### src/rtl/opmode_pkg.sv
package opmode_pkg;
    localparam int          REG_W   = 16;
    localparam int          NL_BIT  = 15;
    localparam logic [15:0] CFG_MSK = 16'h017B;

    typedef enum logic [1:0] {
        LOOP_NONE = 2'b00,
        LOOP_ONE  = 2'b01,
        LOOP_TWO  = 2'b11
    } loop_state_t;
endpackage

### src/rtl/opmode_cfg_reg.sv
module opmode_cfg_reg #(
    parameter int          W   = 16,
    parameter logic [15:0] MSK = 16'h017B
) (
    input  logic         clk,
    input  logic         rst_n,
    input  logic         pin_a,
    input  logic         pin_b,
    input  logic         wr_en,
    input  logic [W-1:0] wr_data,
    output logic [W-1:0] cfg_q,
    output logic [W-1:0] eff_q
);
    localparam logic [W-1:0] WMASK = MSK[W-1:0];

    logic [W-1:0] rst_val;

    always_comb begin
        rst_val    = '0;
        rst_val[0] = pin_a;
        rst_val[1] = pin_b;
    end

    // architectural copy: updated at the write edge
    always_ff @(posedge clk) begin
        if (!rst_n)     cfg_q <= rst_val;
        else if (wr_en) cfg_q <= wr_data & WMASK;
    end

    // effective copy: trails the architectural copy by one cycle
    always_ff @(posedge clk) begin
        if (!rst_n) eff_q <= rst_val;
        else        eff_q <= cfg_q;
    end

    // a write reaches the effective copy two edges after it is sampled
    a_r3_delayed_effect: assert property (@(posedge clk) disable iff (!rst_n)
        wr_en |=> ##1 (eff_q == ($past(wr_data, 2) & WMASK)));
endmodule

### src/rtl/opmode_loop_fsm.sv
module opmode_loop_fsm
    import opmode_pkg::*;
(
    input  logic        clk,
    input  logic        rst_n,
    input  logic        do_start,
    input  logic        do_end,
    input  logic        rep_strobe,
    input  logic        wr_en,
    input  logic        wr_nl,
    output loop_state_t state_q,
    output logic        overflow_q,
    output logic        illegal_q
);
    loop_state_t state_d;
    logic        ovf_set;
    logic        ill_d;
    logic        only_start;
    logic        only_end;
    logic        nl_write;

    assign only_start = do_start && !do_end;
    assign only_end   = do_end && !do_start;
    assign nl_write   = wr_en && !do_start && !do_end;

    // next-state logic
    always_comb begin
        state_d = state_q;
        ovf_set = 1'b0;
        ill_d   = 1'b0;
        unique case (state_q)
            LOOP_NONE: begin
                if (only_start)            state_d = LOOP_ONE;   // enter
                else if (nl_write && wr_nl) ill_d  = 1'b1;       // reject
            end
            LOOP_ONE: begin
                if (only_start)            state_d = LOOP_TWO;   // nest
                else if (only_end)         state_d = LOOP_NONE;  // leave
                else if (nl_write && wr_nl) state_d = LOOP_TWO;  // nest by restore
            end
            LOOP_TWO: begin
                if (only_start)            ovf_set = 1'b1;       // overflow
                else if (only_end)         state_d = LOOP_ONE;   // unnest
                else if (nl_write && !wr_nl) state_d = LOOP_ONE; // unnest by restore
            end
            default:                       state_d = LOOP_NONE;
        endcase
    end

    // state register
    always_ff @(posedge clk) begin
        if (!rst_n) state_q <= LOOP_NONE;
        else        state_q <= state_d;
    end

    // output register
    always_ff @(posedge clk) begin
        if (!rst_n) begin
            overflow_q <= 1'b0;
            illegal_q  <= 1'b0;
        end else begin
            overflow_q <= overflow_q | ovf_set;
            illegal_q  <= ill_d;
        end
    end

    // the forbidden flag pair never appears
    a_r4_no_reserved_combo: assert property (@(posedge clk) disable iff (!rst_n)
        state_q != loop_state_t'(2'b10));

    // overflow error is sticky
    a_r7_overflow_sticky: assert property (@(posedge clk) disable iff (!rst_n)
        overflow_q |=> overflow_q);

    // third start keeps two loops and flags overflow
    a_r7_overflow_hold: assert property (@(posedge clk) disable iff (!rst_n)
        (only_start && state_q == LOOP_TWO) |=> (state_q == LOOP_TWO && overflow_q));

    // a repeat strobe alone leaves the loop state alone
    a_r8_rep_no_effect: assert property (@(posedge clk) disable iff (!rst_n)
        (rep_strobe && !do_start && !do_end && !wr_en) |=> $stable(state_q));

    // illegal pulse only follows a nesting write with no loop active
    a_r10_illegal_source: assert property (@(posedge clk) disable iff (!rst_n)
        illegal_q |-> $past(wr_en && wr_nl && state_q == LOOP_NONE));
endmodule

### src/rtl/opmode_ctrl.sv
module opmode_ctrl
    import opmode_pkg::*;
(
    input  logic        clk,
    input  logic        rst_n,
    input  logic        mode_pin_a,
    input  logic        mode_pin_b,
    input  logic        reg_wr_en,
    input  logic [15:0] reg_wr_data,
    output logic [15:0] reg_rd_data,
    input  logic        do_start,
    input  logic        do_end,
    input  logic        rep_strobe,
    output logic [15:0] eff_mode,
    output logic        loop_flag,
    output logic        nest_flag,
    output logic [1:0]  loop_status,
    output logic        nest_overflow,
    output logic        nest_illegal
);
    logic [REG_W-1:0] cfg_q;
    loop_state_t      lstate;

    opmode_cfg_reg #(
        .W   (REG_W),
        .MSK (CFG_MSK)
    ) u_cfg (
        .clk     (clk),
        .rst_n   (rst_n),
        .pin_a   (mode_pin_a),
        .pin_b   (mode_pin_b),
        .wr_en   (reg_wr_en),
        .wr_data (reg_wr_data),
        .cfg_q   (cfg_q),
        .eff_q   (eff_mode)
    );

    opmode_loop_fsm u_loop (
        .clk        (clk),
        .rst_n      (rst_n),
        .do_start   (do_start),
        .do_end     (do_end),
        .rep_strobe (rep_strobe),
        .wr_en      (reg_wr_en),
        .wr_nl      (reg_wr_data[NL_BIT]),
        .state_q    (lstate),
        .overflow_q (nest_overflow),
        .illegal_q  (nest_illegal)
    );

    assign nest_flag   = lstate[1];
    assign loop_flag   = lstate[0];
    assign loop_status = lstate;

    always_comb begin
        reg_rd_data         = cfg_q;
        reg_rd_data[NL_BIT] = nest_flag;
    end
endmodule

### config.mk
export PLATFORM = sky130hd
export DESIGN_NAME = opmode_ctrl
export DESIGN_NICKNAME = d
export VERILOG_FILES = /design/src/rtl/opmode_pkg.sv /design/src/rtl/opmode_cfg_reg.sv /design/src/rtl/opmode_loop_fsm.sv /design/src/rtl/opmode_ctrl.sv
export SDC_FILE = /design/constraint.sdc
export NUM_CORES = 1
export LEC_CHECK = 0
export ABC_AREA = 1
export BUFFER_PORTS_ARGS = -buffer_cell sky130_fd_sc_hd__buf_2
export CELL_PAD_IN_SITES_DETAIL_PLACEMENT = 0
export CELL_PAD_IN_SITES_GLOBAL_PLACEMENT = 1
export CORE_ASPECT_RATIO = 1.75
export CORE_MARGIN = 4
export CORE_UTILIZATION = 25
export DETAILED_ROUTE_END_ITERATION = 8
export GPL_TIMING_DRIVEN = 0
export PLACE_DENSITY_LB_ADDON = 0.1
export SLEW_MARGIN = 20
export SYNTH_ARGS = -nofsm -noshare
export SYNTH_HDL_FRONTEND = slang
export SYNTH_SLANG_ARGS = --single-unit
### constraint.sdc
create_clock -name clk -period 1.1 [get_ports clk]
set_clock_uncertainty 0.05 [all_clocks]
set_input_delay 0.055 -clock clk [delete_from_list [all_inputs] [get_ports clk]]
set_output_delay 0.055 -clock clk [all_outputs]
set_load 0.01 [all_outputs]
==> run_results.csv <==
group,metric,value,unit
detailed_routing,route.detailed.drc,0,
grt,antenna_found_initial,0,
yosys,synthTopCellsByCount,"23 x nand2_1, 21 x buf_4, 18 x inv_1, 17 x nor2_1, 16 x dfxtp_1",
timing,setup_viol,2,
yosys,synthFlopType,"dfxtp_1",
detailed_routing,via_count,864,
yosys,synthArstFlopShare,0,%
floorplan,initial_core_util,26.1,%
yosys,syn-cell-area,948,um^2
clock_tree,cts_buffers,3,
critical_path,worstSetupEndpointType,"flip-flop",
timing,fin_crit_sh,109,%
outcome,violations,"negative setup slack",
clock_tree,clk_pin_slew,0.07,ns
clock_tree,htree_levels,1,
floorplan,die-width,54.6,um
timing,fin_crit,1.20,ns
yosys,ys_seq_area_share,40.1,%
yosys,synth.largest_area_cell,"dfxtp_1",
critical_path,required,1.23,ns
finish,nets,220,
clock_tree,clock-root-buffer,"clkbuf_8",
yosys,synth_area_leaders,"dfxtp_1 34%, buf_4 17%, ha_1 9.2%",
yosys,synth_cell_types,18,
finish,fillers,393,
critical_path,r2r_slack,-0.10,ns
timing,whs,0.0254,ns
power,p_leak,0.857,nW
critical_path,cpMaxStageDelayCell,"dfxtp_4",
placement,routabilityCongestion,0.710,
finish,final_util,41.5,%
finish,layout.area.seq,388,um^2
timing,tns,-0.189,ns
detailed_routing,drt_first_iter_violations,3,
yosys,avgSynthCellArea,7.84,um^2
min_path,holdCritStartpoint,"reg_wr_data[0]",
grt,grtUsageTotal,10.7,%
run,cap_violations,0,
critical_path,cp.arrival,1.33,ns
floorplan,pin_count,62,
critical_path,path_max_fanout,4,
critical_path,crit_chain,"buf_4, ha_2, or2_0, nand4_1, nand2_1, nor2_1",
power,powerDensity,1680,nW/um^2
timing,finalMaxSlewViolations,0,
floorplan,coreArea,3630,um^2
critical_path,cp-endpoint,"u_loop.state_q[1]",
clock_tree,cts_num_sinks,18,
yosys,synth_edf_count,2,
finish,syn2layout_area_growth,58.7,%
clock_tree,clk_path_buf_depth,2,
placement,post-dp-hpwl,1850,um
yosys,synthAdderAreaFrac,9.23,%
outcome,status,"finished, violations left",
detailed_routing,dr_wl_met2,1380,um
finish,antennaDiodeCount,0,
finish,multi_input_area,453,um^2
yosys,yosysMostFrequentCell,"nand2_1",
yosys,synth_top_family_by_area,"buffers and inverters",
detailed_routing,drt-wirelength-per-cell,9.98,um
floorplan,placementRows,29,
critical_path,critPathLaunch,"u_loop.state_q[1]",
power,peakVddDrop,0.000745,V
yosys,synth-compound-area-share,3.17,%
critical_path,crit_type,"reg -> reg",
yosys,syn_inst,121,
yosys,yosysTopAreaCellShare,33.8,%
grt,grt_pass1_wl,3690,um
clock_tree,clock_latency,0.25,ns
grt,grt_pass1_vias,893,
yosys,yosysWarnings,0,
placement,io_buffers,34,
grt,grt_overflow,0,
detailed_routing,antenna_left,0,
yosys,ys_seq_elements,18,
detailed_routing,dr.pass1.iters,2,
critical_path,cp-start-kind,"flip-flop",
yosys,yosys.area_share.simple,22.8,%
detailed_routing,top_layer,"met4",
detailed_routing,dr_wl_met3,112,um
critical_path,regToRegEndpoint,"u_loop.state_q[1]",
detailed_routing,wl_met1,813,um
timing,fmax,833,MHz
timing,finalWorstSetupSlack,-0.101,ns
min_path,hold_class,"in -> reg",
critical_path,r2r_cells,6,
detailed_routing,wirelength,2340,um
yosys,synthXorXnorAreaFrac,0,%
clock_tree,cts_tree,"built",
floorplan,fp.dieH,89.5,um
placement,placed_area,1260,um^2
timing,rsz0062_at_grt,"yes",
yosys,synth.area.mux_share,0,%
placement,place_worst_setup_slack,-0.146,ns
finish,finalInstanceArea,1510,um^2
critical_path,r2r-start,"u_loop.state_q[1]",
critical_path,critPathMaxStageDelay,0.37,ns
grt,grt_max_degree,11,
detailed_routing,viasPerCell,3.69,
floorplan,dieArea,4880,um^2
timing,final-hold-violation-count,0,
finish,layout-drive-gt1-share,44.1,%
-- state kept, by name, summed over array words and instances, names as in the netlist --
register and cells:
u_cfg.eff_q 7, u_loop.overflow_q 1, u_loop.state_q 2, u_loop.illegal_q 1, u_cfg.cfg_q 7
-- metrics by stage --
| step | instances | power [W] |
|---|---|---|
| 2_1_floorplan | 137 | 0.00142 |
| 3_3_place_gp | 217 | 0.00165 |
| 3_5_place_dp | 217 | 0.00167 |
| 4_1_cts | 232 | 0.00242 |
| 5_1_grt | 234 | 0.00273 |
| 6_report | 234 | 0.00253 |
-- cell type report --
type	count	share of cell area (%)
Inverter	18	5.15
Clock buffer	4	3.66
Multi-Input combinational cell	79	30.1
Sequential cell	18	25.8
Tap cell	46	3.82
Buffer	21	10.6
Timing Repair Buffer	48	20.9
-- cells in the final DEF (no fill, tap or decap), drive strengths merged --
master / count
a21oi: 1
buf: 62
clkbuf: 4
conb: 17
dfxtp: 16
dlygate4sd3: 7
edfxtp: 2
ha: 7
inv: 18
nand2: 25
nand3: 1
nand4: 3
nor2: 18
nor4: 1
o21ai: 5
or2: 1
-- what timing repair did --
item	CTS	global route
resized for setup	10	7
hold buffers	7	0
buffers inserted	4	3
cloned	0	0
endpoints found under the hold margin	7	0
endpoints found under the setup margin	2	5
pin swaps	13	3
-- cell families after synthesis --
| kind of cell | Yosys count |
|---|---|
| and+or+nand+nor | 49 |
| buffers and inverters | 40 |
| DFF | 18 |
| other | 1 |
| AOI/OAI and AO/OA | 6 |
| adders and majority gates | 7 |
-- worst min path at each step --
stage | cells after the start | slack (ns) | endpoint
global route | 3 | 0.03 | u_cfg.cfg_q[0]
global placement | 3 | 0.23 | u_cfg.cfg_q[3]
CTS | 3 | 0.02 | u_cfg.cfg_q[0]
finish | 3 | 0.03 | u_cfg.cfg_q[0]
floorplan | 2 | 0.13 | u_cfg.eff_q[0]
detailed placement | 3 | 0.24 | u_cfg.cfg_q[8]
-- critical path: cells and delay by family, from the launching register on --
family	cells	cell delay, ns
adders and majority gates	1	0.16
DFF	1	0.37
buffers and inverters	1	0.14
and+or+nand+nor	4	0.41
-- routing by layer --
metal | vias to the layer above | GRT usage [%]
li1 | 458 | -
met1 | 380 | 9.43
met2 | 24 | 20.9
met4 | 0 | 6.12
met5 | - | 0
met3 | 2 | 2.17
-- power by group --
group | total, W | internal, W | switching [W]
sequential | 0.000852 | 0.000758 | 0.0000945
combinational | 0.00115 | 0.000623 | 0.000527
clock | 0.000532 | 0.000318 | 0.000215
total | 0.00253 | 0.00170 | 0.000836
No activity file was read; power rests on OpenSTA's default activity.
